File: config.mk
export PLATFORM = sky130hd
export DESIGN_NAME = irq_src_ctrl
export DESIGN_NICKNAME = d
export VERILOG_FILES = /design/src/rtl/irq_src_pkg.sv /design/src/rtl/src_slot.sv /design/src/rtl/resend_scan.sv /design/src/rtl/offer_arb.sv /design/src/rtl/irq_src_ctrl.sv
export SDC_FILE = /design/constraint.sdc
export NUM_CORES = 1
export LEC_CHECK = 0
export BUFFER_PORTS_ARGS = -buffer_cell sky130_fd_sc_hd__buf_2
export CAP_MARGIN = 30
export CORE_MARGIN = 5
export CORE_UTILIZATION = 41
export CTS_BUF_LIST = sky130_fd_sc_hd__clkbuf_2
export CTS_CLUSTER_DIAMETER = 30
export DETAILED_ROUTE_END_ITERATION = 12
export PLACE_DENSITY_LB_ADDON = 0.15
export SKIP_LAST_GASP = 1
export SLEW_MARGIN = 20
export SYNTH_ARGS = -nofsm -noshare
export SYNTH_HDL_FRONTEND = slang
export SYNTH_HIERARCHICAL = 1
export SYNTH_SLANG_ARGS = --single-unit
File: constraint.sdc
create_clock -name clk_i -period 6.5 [get_ports clk_i]
set_input_delay 0 -clock clk_i [delete_from_list [all_inputs] [get_ports clk_i]]
set_output_delay 0 -clock clk_i [all_outputs]
set_load 0.01 [all_outputs]
File: src/rtl/irq_src_pkg.sv
package irq_src_pkg;
  typedef enum logic [1:0] {
    CFG_WRITE = 2'd0,
    CFG_READ  = 2'd1,
    CFG_OFF   = 2'd2,
    CFG_ON    = 2'd3
  } cfg_op_e;

  localparam int FL_ASSERTED = 0;
  localparam int FL_SENT     = 1;
  localparam int FL_REJECTED = 2;
  localparam int FL_MPEND    = 3;

  localparam logic [7:0] PRIO_MASKED = 8'hFF;
  localparam logic [7:0] STATUS_OK   = 8'h00;
  localparam logic [7:0] STATUS_BAD  = 8'hFD;
endpackage

File: src/rtl/src_slot.sv
module src_slot
  import irq_src_pkg::*;
#(
  parameter int SRV_W    = 2,
  parameter bit IS_LEVEL = 1'b0
) (
  input  logic             clk_i,
  input  logic             rst_ni,
  input  logic             in_i,
  input  logic             cfg_hit_i,
  input  cfg_op_e          cfg_op_i,
  input  logic [SRV_W-1:0] cfg_srv_i,
  input  logic [7:0]       cfg_prio_i,
  input  logic             rej_hit_i,
  input  logic             eoi_hit_i,
  input  logic             scan_hit_i,
  input  logic             take_i,
  output logic             want_o,
  output logic [SRV_W-1:0] srv_o,
  output logic [7:0]       prio_o,
  output logic [3:0]       flags_o
);
  logic [SRV_W-1:0] srv_q, srv_n;
  logic [7:0]       prio_q, prio_n, saved_q, saved_n;
  logic [3:0]       fl_q, fl_n;
  logic             pend_q, pend_n;

  always_comb begin
    srv_n   = srv_q;
    prio_n  = prio_q;
    saved_n = saved_q;
    fl_n    = fl_q;
    pend_n  = pend_q & ~take_i;

    if (cfg_hit_i) begin
      unique case (cfg_op_i)
        CFG_WRITE: begin
          srv_n   = cfg_srv_i;
          prio_n  = cfg_prio_i;
          saved_n = cfg_prio_i;
        end
        CFG_OFF: begin
          saved_n = prio_q;
          prio_n  = PRIO_MASKED;
        end
        CFG_ON:  prio_n = saved_q;
        default: ;
      endcase
    end

    if (rej_hit_i) begin
      fl_n[FL_REJECTED] = 1'b1;
      fl_n[FL_SENT]     = 1'b0;
    end

    if (IS_LEVEL) begin
      fl_n[FL_ASSERTED] = in_i;
      if (eoi_hit_i) fl_n[FL_SENT] = 1'b0;
      if ((in_i & ~fl_q[FL_ASSERTED]) | cfg_hit_i | scan_hit_i) begin
        if (prio_n != PRIO_MASKED && fl_n[FL_ASSERTED] && !fl_n[FL_SENT]) begin
          fl_n[FL_SENT] = 1'b1;
          pend_n        = 1'b1;
        end
      end
    end else begin
      if (in_i) begin
        if (prio_n == PRIO_MASKED) fl_n[FL_MPEND] = 1'b1;
        else                       pend_n = 1'b1;
      end
      if (cfg_hit_i && fl_n[FL_MPEND] && prio_n != PRIO_MASKED) begin
        fl_n[FL_MPEND] = 1'b0;
        pend_n         = 1'b1;
      end
      if (scan_hit_i && fl_n[FL_REJECTED]) begin
        fl_n[FL_REJECTED] = 1'b0;
        if (prio_n != PRIO_MASKED) pend_n = 1'b1;
      end
    end
  end

  always_ff @(posedge clk_i or negedge rst_ni) begin
    if (!rst_ni) begin
      srv_q   <= '0;
      prio_q  <= PRIO_MASKED;
      saved_q <= PRIO_MASKED;
      fl_q    <= '0;
      pend_q  <= 1'b0;
    end else begin
      srv_q   <= srv_n;
      prio_q  <= prio_n;
      saved_q <= saved_n;
      fl_q    <= fl_n;
      pend_q  <= pend_n;
    end
  end

  assign want_o  = pend_q && (prio_q != PRIO_MASKED);
  assign srv_o   = srv_q;
  assign prio_o  = prio_q;
  assign flags_o = fl_q;
endmodule

File: src/rtl/resend_scan.sv
module resend_scan #(
  parameter int NUM_SRC = 8,
  localparam int IDX_W  = (NUM_SRC > 1) ? $clog2(NUM_SRC) : 1
) (
  input  logic               clk_i,
  input  logic               rst_ni,
  input  logic               start_i,
  output logic [NUM_SRC-1:0] hit_o
);
  logic             act_q;
  logic [IDX_W-1:0] idx_q;

  always_ff @(posedge clk_i or negedge rst_ni) begin
    if (!rst_ni) begin
      act_q <= 1'b0;
      idx_q <= '0;
    end else if (start_i) begin
      act_q <= 1'b1;
      idx_q <= '0;
    end else if (act_q) begin
      if (idx_q == IDX_W'(NUM_SRC - 1)) act_q <= 1'b0;
      else                              idx_q <= idx_q + 1'b1;
    end
  end

  always_comb begin
    hit_o = '0;
    if (act_q) hit_o[idx_q] = 1'b1;
  end
endmodule

File: src/rtl/offer_arb.sv
module offer_arb #(
  parameter int NUM_SRC = 8,
  parameter int SRV_W   = 2,
  parameter int NUM_W   = 8,
  parameter int OFFSET  = 16,
  localparam int IDX_W  = (NUM_SRC > 1) ? $clog2(NUM_SRC) : 1
) (
  input  logic                            clk_i,
  input  logic                            rst_ni,
  input  logic [NUM_SRC-1:0]              want_i,
  input  logic [NUM_SRC-1:0][SRV_W-1:0]   srv_i,
  input  logic [NUM_SRC-1:0][7:0]         prio_i,
  input  logic                            ready_i,
  output logic [NUM_SRC-1:0]              take_o,
  output logic                            valid_o,
  output logic [NUM_W-1:0]                src_o,
  output logic [SRV_W-1:0]                srv_o,
  output logic [7:0]                      prio_o
);
  logic [IDX_W-1:0] sel;
  logic             any, load;

  always_comb begin
    sel = '0;
    any = 1'b0;
    for (int i = NUM_SRC - 1; i >= 0; i--) begin
      if (want_i[i]) begin
        sel = IDX_W'(i);
        any = 1'b1;
      end
    end
  end

  assign load = any && (!valid_o || ready_i);

  always_comb begin
    take_o = '0;
    if (load) take_o[sel] = 1'b1;
  end

  always_ff @(posedge clk_i or negedge rst_ni) begin
    if (!rst_ni) begin
      valid_o <= 1'b0;
      src_o   <= '0;
      srv_o   <= '0;
      prio_o  <= '0;
    end else if (load) begin
      valid_o <= 1'b1;
      src_o   <= NUM_W'(OFFSET) + NUM_W'(sel);
      srv_o   <= srv_i[sel];
      prio_o  <= prio_i[sel];
    end else if (ready_i) begin
      valid_o <= 1'b0;
    end
  end
endmodule

File: src/rtl/irq_src_ctrl.sv
module irq_src_ctrl
  import irq_src_pkg::*;
#(
  parameter int NUM_SRC                  = 8,
  parameter int NUM_SRV                  = 3,
  parameter int OFFSET                   = 16,
  parameter int NUM_W                    = 8,
  parameter logic [NUM_SRC-1:0] LEVEL_MASK = 8'hF0,
  localparam int SRV_W = (NUM_SRV > 1) ? $clog2(NUM_SRV) : 1,
  localparam int IDX_W = (NUM_SRC > 1) ? $clog2(NUM_SRC) : 1
) (
  input  logic               clk_i,
  input  logic               rst_ni,
  input  logic [NUM_SRC-1:0] src_i,
  output logic               offer_valid_o,
  input  logic               offer_ready_i,
  output logic [NUM_W-1:0]   offer_src_o,
  output logic [SRV_W-1:0]   offer_srv_o,
  output logic [7:0]         offer_prio_o,
  input  logic               rej_valid_i,
  input  logic [NUM_W-1:0]   rej_src_i,
  input  logic               eoi_valid_i,
  input  logic [NUM_W-1:0]   eoi_src_i,
  input  logic               resend_i,
  input  logic               cfg_valid_i,
  input  logic [1:0]         cfg_op_i,
  input  logic [NUM_W-1:0]   cfg_src_i,
  input  logic [SRV_W-1:0]   cfg_srv_i,
  input  logic [7:0]         cfg_prio_i,
  output logic               cfg_rsp_valid_o,
  output logic [7:0]         cfg_status_o,
  output logic [SRV_W-1:0]   cfg_srv_o,
  output logic [7:0]         cfg_prio_o,
  output logic [3:0]         cfg_flags_o
);
  function automatic logic in_rng(logic [NUM_W-1:0] n);
    return (int'(n) >= OFFSET) && (int'(n) < OFFSET + NUM_SRC);
  endfunction

  function automatic logic [IDX_W-1:0] to_idx(logic [NUM_W-1:0] n);
    return IDX_W'(n - NUM_W'(OFFSET));
  endfunction

  cfg_op_e          op;
  logic             cfg_ok, cfg_mut;
  logic [IDX_W-1:0] cfg_idx, rej_idx, eoi_idx;

  assign op      = cfg_op_e'(cfg_op_i);
  assign cfg_idx = to_idx(cfg_src_i);
  assign rej_idx = to_idx(rej_src_i);
  assign eoi_idx = to_idx(eoi_src_i);
  assign cfg_ok  = in_rng(cfg_src_i) && (op != CFG_WRITE || int'(cfg_srv_i) < NUM_SRV);
  assign cfg_mut = cfg_valid_i && cfg_ok && (op != CFG_READ);

  logic [NUM_SRC-1:0]            want, take, scan_hit;
  logic [NUM_SRC-1:0][SRV_W-1:0] srv_a;
  logic [NUM_SRC-1:0][7:0]       prio_a;
  logic [NUM_SRC-1:0][3:0]       flags_a;

  resend_scan #(.NUM_SRC(NUM_SRC)) u_scan (
    .clk_i   (clk_i),
    .rst_ni  (rst_ni),
    .start_i (resend_i),
    .hit_o   (scan_hit)
  );

  for (genvar g = 0; g < NUM_SRC; g++) begin : g_slot
    src_slot #(.SRV_W(SRV_W), .IS_LEVEL(LEVEL_MASK[g])) u_slot (
      .clk_i      (clk_i),
      .rst_ni     (rst_ni),
      .in_i       (src_i[g]),
      .cfg_hit_i  (cfg_mut && cfg_idx == IDX_W'(g)),
      .cfg_op_i   (op),
      .cfg_srv_i  (cfg_srv_i),
      .cfg_prio_i (cfg_prio_i),
      .rej_hit_i  (rej_valid_i && in_rng(rej_src_i) && rej_idx == IDX_W'(g)),
      .eoi_hit_i  (eoi_valid_i && in_rng(eoi_src_i) && eoi_idx == IDX_W'(g)),
      .scan_hit_i (scan_hit[g]),
      .take_i     (take[g]),
      .want_o     (want[g]),
      .srv_o      (srv_a[g]),
      .prio_o     (prio_a[g]),
      .flags_o    (flags_a[g])
    );
  end

  offer_arb #(
    .NUM_SRC (NUM_SRC),
    .SRV_W   (SRV_W),
    .NUM_W   (NUM_W),
    .OFFSET  (OFFSET)
  ) u_arb (
    .clk_i   (clk_i),
    .rst_ni  (rst_ni),
    .want_i  (want),
    .srv_i   (srv_a),
    .prio_i  (prio_a),
    .ready_i (offer_ready_i),
    .take_o  (take),
    .valid_o (offer_valid_o),
    .src_o   (offer_src_o),
    .srv_o   (offer_srv_o),
    .prio_o  (offer_prio_o)
  );

  always_ff @(posedge clk_i or negedge rst_ni) begin
    if (!rst_ni) begin
      cfg_rsp_valid_o <= 1'b0;
      cfg_status_o    <= STATUS_OK;
      cfg_srv_o       <= '0;
      cfg_prio_o      <= '0;
      cfg_flags_o     <= '0;
    end else begin
      cfg_rsp_valid_o <= cfg_valid_i;
      cfg_status_o    <= cfg_ok ? STATUS_OK : STATUS_BAD;
      if (cfg_valid_i && cfg_ok && op == CFG_READ) begin
        cfg_srv_o   <= srv_a[cfg_idx];
        cfg_prio_o  <= prio_a[cfg_idx];
        cfg_flags_o <= flags_a[cfg_idx];
      end else begin
        cfg_srv_o   <= '0;
        cfg_prio_o  <= '0;
        cfg_flags_o <= '0;
      end
    end
  end
endmodule

==> flow_summary.json, run 1 <==
{
  "result_of_the_run": "complete, no violations",
  "routed_wire_length_per_instance_um": 23.5,
  "critPathMaxFanout": 26,
  "io-pin-count": 93,
  "groute.usage.overall": 0.249,
  "dieHeight_um": 184,
  "fraction_of_layout_cells_with_a_size_suffix_above_1": 0.287,
  "cts-root-buf": "sky130_fd_sc_hd__clkbuf_2",
  "worst-r2r-setup-slack_ns": 2.99,
  "cts_max_level": 3,
  "placedInstanceArea_um2": 12700,
  "timing.critical_path.slowest_cell_delay_ns": 0.88,
  "wire_length_of_the_first_global_routing_pass_um": 64700,
  "detail-route-antenna-nets": 0,
  "rows": 63,
  "finish.net_count": 1434,
  "finalHoldViolations": 0,
  "wl_met3_um": 3170,
  "power_per_cell_area_nw_per_um2": 202,
  "clock_latency_ns": 0.92,
  "layout.cells.most_common": "sky130_fd_sc_hd__dfstp_2",
  "synth-warning-count": 6,
  "placed_cells": 1619,
  "place_congestion": 0.999,
  "cts_tree": "done",
  "worst_slack_ns": 2.83,
  "grt_setup_unrepaired": "false",
  "top_layer": "met4",
  "vias_per_std_cell": 5.90,
  "place_hpwl_um": 29200,
  "slowest_stage": "sky130_fd_sc_hd__dlygate4sd3_1",
  "path_common_cell": "sky130_fd_sc_hd__dlygate4sd3_1",
  "fin_util": 0.477,
  "power.switching_w": 0.000920,
  "totalNegativeSetupSlack_ns": 0,
  "multiInputGateArea_um2": 6240,
  "wl_um": 42900,
  "hold_depth": 6,
  "grt.overflow.total": 0,
  "r2r-end": "g_slot[6].u_slot/pend_q$_DFF_PN0_",
  "count_of_routing_violations_after_the_opening_detailed_route_iteration": 1140,
  "cp_top_family": "buffers and inverters",
  "met2_wirelength_um": 19500,
  "max-slew-margin-rel": 0.281,
  "netlist_area_um2": 12400,
  "critical_path.startpoint_type": "primary input",
  "max_freq_mhz": 272,
  "core_region_area_um2": 29800,
  "antenna_found_initial": 2,
  "p_seq_frac": 0.481,
  "initial_core_utilization": 0.417,
  "min_from": "rej_src_i[3]",
  "timing.critical_path.depth": 13,
  "clock_net_sink_count": 207,
  "cp.arrival_ns": 4.43,
  "skew_ns": 0.0812,
  "setup_viol": 0,
  "share_clk_of_total_power": 0.386,
  "synthesized_area_per_cell_um2": 10.1,
  "timing.critical_path.required_ns": 7.26,
  "cts-buffers-inserted": 70,
  "power.internal_w": 0.00195,
  "finalNonFillerCells": 1831,
  "n_fill_cell": 2873,
  "endpoint_type_of_the_worst_setup_path": "flip-flop",
  "ir_drop_uv": 104,
  "route.layer.met1.wl_um": 18800,
  "synthesis.instances": 1227,
  "stdcell_area_um2": 14200,
  "synthToLayoutAreaGrowth_pct": 14.5,
  "total_leakage_power_nw": 5.84,
  "first_pass_iters": 8,
  "pin_count_of_the_biggest_net_entering_global_routing": 116,
  "layout.area.seq_um2": 5340,
  "die_w_um": 184,
  "timing_max_transition_violations_final": 0,
  "drc_errors": 0,
  "pre_cts_ws_ns": 3.44,
  "most-common-layout-cells": "sky130_fd_sc_hd__dfstp_2 (128), sky130_fd_sc_hd__mux2i_1 (120), sky130_fd_sc_hd__nand2_1 (108), sky130_fd_sc_hd__clkbuf_2 (101), sky130_fd_sc_hd__nor2_1 (92)",
  "layout_worst_path_cycle_share": 0.565,
  "timing.critical_path.buf_inv": 6,
  "floorplan.die_area_um2": 33900,
  "timing.hold.worst.class": "primary input to flip-flop",
  "clk_pin_slew_ns": 0.09,
  "crit_chain": "dlygate4sd3_1 -> buf_2 -> dlygate4sd3_1 -> o311ai_4 -> dlygate4sd3_1 -> nor3_2 -> buf_4 -> and4b_1 -> nor4_1 -> nand4_1 -> o221ai_1 -> o22ai_1 -> dlygate4sd3_1",
  "power.share.switching": 0.321,
  "startpoint_of_the_worst_slack_reg_to_reg_timing_path": "g_slot[2].u_slot/prio_o[3]$_DFF_PN1_",
  "timing.hold.worst_endpoint": "g_slot[1].u_slot/flags_o[2]$_DFF_PN0_",
  "vias": 10800,
  "cts.path.max_buffers": 3,
  "ff2ff_path_depth": 8,
  "io_buffer_count": 87,
  "minimum_period_implied_by_the_final_worst_setup_slack_ns": 3.67,
  "drv_cap": 0,
  "power.share.combinational": 0.132,
  "timing_worst_slew_pin_value_ns": 1.07,
  "grt_pass1_vias": 10725,
  "timing.setup.critical_path_class": "primary input to flip-flop"
}
## area by class of cell
type | count | share of cell area
Timing Repair Buffer | 186 | 0.102
Tap cell | 390 | 0.0343
Multi-Input combinational cell | 904 | 0.439
Sequential cell | 207 | 0.375
Clock buffer | 101 | 0.0355
Antenna cell | 3 | 0.000528
Clock inverter | 28 | 0.00994
Inverter | 12 | 0.00317
## sequential cells by signal (all words and copies together), names as in the netlist, 4 cells and up
signal                 cells
cfg_prio_o                 8
cfg_flags_o                4
g_slot.u_slot/pend_q       8
u_arb/src_o                4
g_slot.u_slot/flags_o     20
g_slot.u_slot/srv_o       16
g_slot.u_slot/saved_q     64
g_slot.u_slot/prio_o      64
u_arb/prio_o               8
## per-stage QoR
step                      hold slack [ns]  total power [W]
after floorplan                    -0.296          0.00161
after global placement              0.126          0.00174
after detailed placement            0.117          0.00174
after CTS                         0.00396          0.00290
after global routing              -0.0155          0.00301
final                              0.0154          0.00287
## layer usage
layer  global-route usage  vias to the layer above
met4               0.0920                        0
met1                0.342                     5320
met2                0.384                      465
met5                    0                        -
li1                     -                     4915
met3               0.0613                      100
## worst min-delay path: cells and delay by family
kind | cells | cell delay (ns)
and+or+nand+nor | 5 | 0.76
buffers and inverters | 1 | 0.08
## timing repair
action	in CTS	in global routing
setup endpoints to repair	0	0
endpoints found under the hold margin	341	1
hold buffers	77	1
setup buffers	0	0
gates resized for setup	0	0
## how the worst max path moves through the flow
stage,from,endpoint,slack (ns)
floorplan,g_slot[5].u_slot/prio_o[7]$_DFF_PN1_,u_arb/srv_o[0]$_DFFE_PN0P_,4.30
global placement,g_slot[2].u_slot/prio_o[3]$_DFF_PN1_,u_arb/prio_o[3]$_DFFE_PN0P_,3.37
detailed placement,g_slot[2].u_slot/prio_o[3]$_DFF_PN1_,u_arb/prio_o[3]$_DFFE_PN0P_,3.44
CTS,cfg_src_i[4],g_slot[6].u_slot/pend_q$_DFF_PN0_,2.92
global route,cfg_src_i[4],g_slot[6].u_slot/pend_q$_DFF_PN0_,2.68
finish,cfg_src_i[4],g_slot[6].u_slot/pend_q$_DFF_PN0_,2.83
## power groups by stage
stage          clock network (W)  logic [W]  registers (W)
2_1_floorplan                  0   0.000217        0.00139
5_1_grt                  0.00121   0.000410        0.00139
3_3_place_gp                   0   0.000341        0.00140
3_5_place_dp                   0   0.000341        0.00140
6_report                 0.00111   0.000380        0.00138
4_1_cts                  0.00114   0.000373        0.00138
No activity file was read; power rests on OpenSTA's default activity.
==> inputs of run 2 (changes only) <==
==> constraint.sdc (replaced) <==
create_clock -name clk_i -period 3.2 [get_ports clk_i]
set_input_delay 0 -clock clk_i [delete_from_list [all_inputs] [get_ports clk_i]]
set_output_delay 0 -clock clk_i [all_outputs]
set_load 0.01 [all_outputs]
==> run 2 against run 1 <==
Against the previous run:
- final cell count is 0.55% higher
- global-route usage increased by 0.081 points
- cell area is 1.3% higher
- utilization rose by 0.61 points
- first-iteration DRC count down 16%
- register-to-register slack got worse by 2.8 ns
- total power increased by 110%
- critical path depth is the same
- count of clock-buffer cells in the layout decreased by 7
- worst setup slack worse by 2.7 ns
- clock skew increased by 0.016 ns
==> flow_summary.json, run 2 (same netlist as run 1, synthesis figures left out) <==
{
  "finalNonFillerCells": 1841,
  "wl_um": 43000,
  "clock_net_sink_count": 207,
  "power_per_cell_area_nw_per_um2": 409,
  "ir_drop_uv": 205,
  "place_hpwl_um": 29400,
  "critical_path.startpoint_type": "primary input",
  "timing_max_transition_violations_final": 0,
  "die_w_um": 184,
  "floorplan.die_area_um2": 33900,
  "drv_cap": 0,
  "met2_wirelength_um": 19300,
  "timing.hold.worst_endpoint": "g_slot[1].u_slot/srv_o[1]$_DFFE_PN0P_",
  "critPathMaxFanout": 26,
  "rows": 63,
  "dieHeight_um": 184,
  "ff2ff_path_depth": 10,
  "timing_worst_slew_pin_value_ns": 0.940,
  "finish.net_count": 1448,
  "max-slew-margin-rel": 0.373,
  "clk_pin_slew_ns": 0.09,
  "placed_cells": 1637,
  "worst-r2r-setup-slack_ns": 0.20,
  "skew_ns": 0.0970,
  "layout.cells.most_common": "sky130_fd_sc_hd__dfstp_2",
  "clock_latency_ns": 0.85,
  "vias_per_std_cell": 5.90,
  "groute.usage.overall": 0.250,
  "finalHoldViolations": 0,
  "pin_count_of_the_biggest_net_entering_global_routing": 81,
  "cts_tree": "done",
  "antenna_found_initial": 1,
  "most-common-layout-cells": "sky130_fd_sc_hd__dfstp_2 (128), sky130_fd_sc_hd__mux2i_1 (120), sky130_fd_sc_hd__nand2_1 (108), sky130_fd_sc_hd__clkbuf_2 (94), sky130_fd_sc_hd__nor2_1 (91)",
  "first_pass_iters": 7,
  "grt_pass1_vias": 10673,
  "core_region_area_um2": 29800,
  "endpoint_type_of_the_worst_setup_path": "flip-flop",
  "layout_worst_path_cycle_share": 0.954,
  "count_of_routing_violations_after_the_opening_detailed_route_iteration": 954,
  "r2r-end": "g_slot[3].u_slot/pend_q$_DFF_PN0_",
  "top_layer": "met4",
  "startpoint_of_the_worst_slack_reg_to_reg_timing_path": "g_slot[1].u_slot/prio_o[5]$_DFF_PN1_",
  "drc_errors": 0,
  "route.layer.met1.wl_um": 19100,
  "grt.overflow.total": 0,
  "synthToLayoutAreaGrowth_pct": 16.0,
  "total_leakage_power_nw": 5.93,
  "detail-route-antenna-nets": 0,
  "max_freq_mhz": 328,
  "n_fill_cell": 2870,
  "timing.critical_path.required_ns": 3.91,
  "wl_met3_um": 2940,
  "hold_depth": 3,
  "timing.hold.worst.class": "primary input to flip-flop",
  "setup_viol": 0,
  "place_congestion": 0.961,
  "initial_core_utilization": 0.417,
  "wire_length_of_the_first_global_routing_pass_um": 65200,
  "minimum_period_implied_by_the_final_worst_setup_slack_ns": 3.05,
  "placedInstanceArea_um2": 12900,
  "cts.path.max_buffers": 3,
  "min_from": "cfg_srv_i[1]",
  "io_buffer_count": 87,
  "stdcell_area_um2": 14400,
  "cts-buffers-inserted": 66,
  "cts-root-buf": "sky130_fd_sc_hd__clkbuf_2",
  "cp.arrival_ns": 3.76,
  "cts_max_level": 3,
  "result_of_the_run": "complete, no violations",
  "io-pin-count": 93,
  "routed_wire_length_per_instance_um": 23.4,
  "timing.setup.critical_path_class": "primary input to flip-flop",
  "vias": 10866,
  "fraction_of_layout_cells_with_a_size_suffix_above_1": 0.297,
  "grt_setup_unrepaired": "true"
}
## run 2: where the power goes
group          switching, W  internal (W)
logic              0.000464      0.000303
clock network       0.00127       0.00104
registers         0.0000926       0.00272
## run 2: critical path, cell delays in order
cell and delay, ns:
sky130_fd_sc_hd__dlygate4sd3_1 0.54, sky130_fd_sc_hd__buf_2 0.14, sky130_fd_sc_hd__nor4_4 0.13, sky130_fd_sc_hd__dlygate4sd3_1 0.66, sky130_fd_sc_hd__o311ai_4 0.22, sky130_fd_sc_hd__nor3_2 0.23
sky130_fd_sc_hd__buf_4 0.30, sky130_fd_sc_hd__nor2_1 0.07, sky130_fd_sc_hd__nor4_1 0.32, sky130_fd_sc_hd__nand4_1 0.19, sky130_fd_sc_hd__o221ai_1 0.30, sky130_fd_sc_hd__nand2b_1 0.10
sky130_fd_sc_hd__dlygate4sd3_1 0.56
## run 2: layout make-up
class | count | area [um2] | area share
antenna | 2 | 5.00 | 0.000347
clock buffer | 94 | 470 | 0.0327
tap | 390 | 488 | 0.0339
timing repair buffer | 204 | 1580 | 0.109
sequential | 207 | 5340 | 0.371
clock inverter | 28 | 193 | 0.0134
inverter | 12 | 45.0 | 0.00313
multi-input combinational | 904 | 6290 | 0.436
## run 2: metrics by stage
| step | power, W | hold slack, ns | setup slack (ns) | TNS, ns | utilization |
|---|---|---|---|---|---|
| final | 0.00590 | 0.0849 | 0.147 | 0 | 0.483 |
| after global routing | 0.00620 | 0.0203 | -0.0389 | -0.0389 | 0.483 |
| after CTS | 0.00597 | 0.0173 | 0.175 | 0 | 0.482 |
| after detailed placement | 0.00354 | 0.153 | 0.499 | 0 | 0.432 |
| after global placement | 0.00354 | 0.153 | 0.568 | 0 | 0.432 |
| after floorplan | 0.00326 | -0.296 | 0.998 | 0 | - |
## run 2: worst max path at each step
stage,startpoint,endpoint,slack [ns]
6_report,cfg_src_i[5],g_slot[6].u_slot/flags_o[1]$_DFF_PN0_,0.15
5_1_grt,cfg_src_i[5],g_slot[1].u_slot/flags_o[3]$_DFF_PN0_,-0.04
3_5_place_dp,cfg_srv_i[1],g_slot[4].u_slot/pend_q$_DFF_PN0_,0.50
3_3_place_gp,cfg_srv_i[1],g_slot[4].u_slot/pend_q$_DFF_PN0_,0.57
4_1_cts,cfg_src_i[5],g_slot[1].u_slot/flags_o[3]$_DFF_PN0_,0.17
2_1_floorplan,g_slot[5].u_slot/prio_o[7]$_DFF_PN1_,u_arb/srv_o[0]$_DFFE_PN0P_,1.0
## run 2: timing repair
item	in CTS	in global routing
endpoints found under the setup margin	0	5
hold endpoints to repair	349	0
resized for setup	0	7
setup buffers	0	0
hold buffers	80	0
## run 2: metal layers
metal / track usage / up-vias
met5: 0 / -
met4: 0.0967 / 0
met3: 0.0449 / 102
met2: 0.381 / 470
met1: 0.355 / 5352
li1: - / 4942
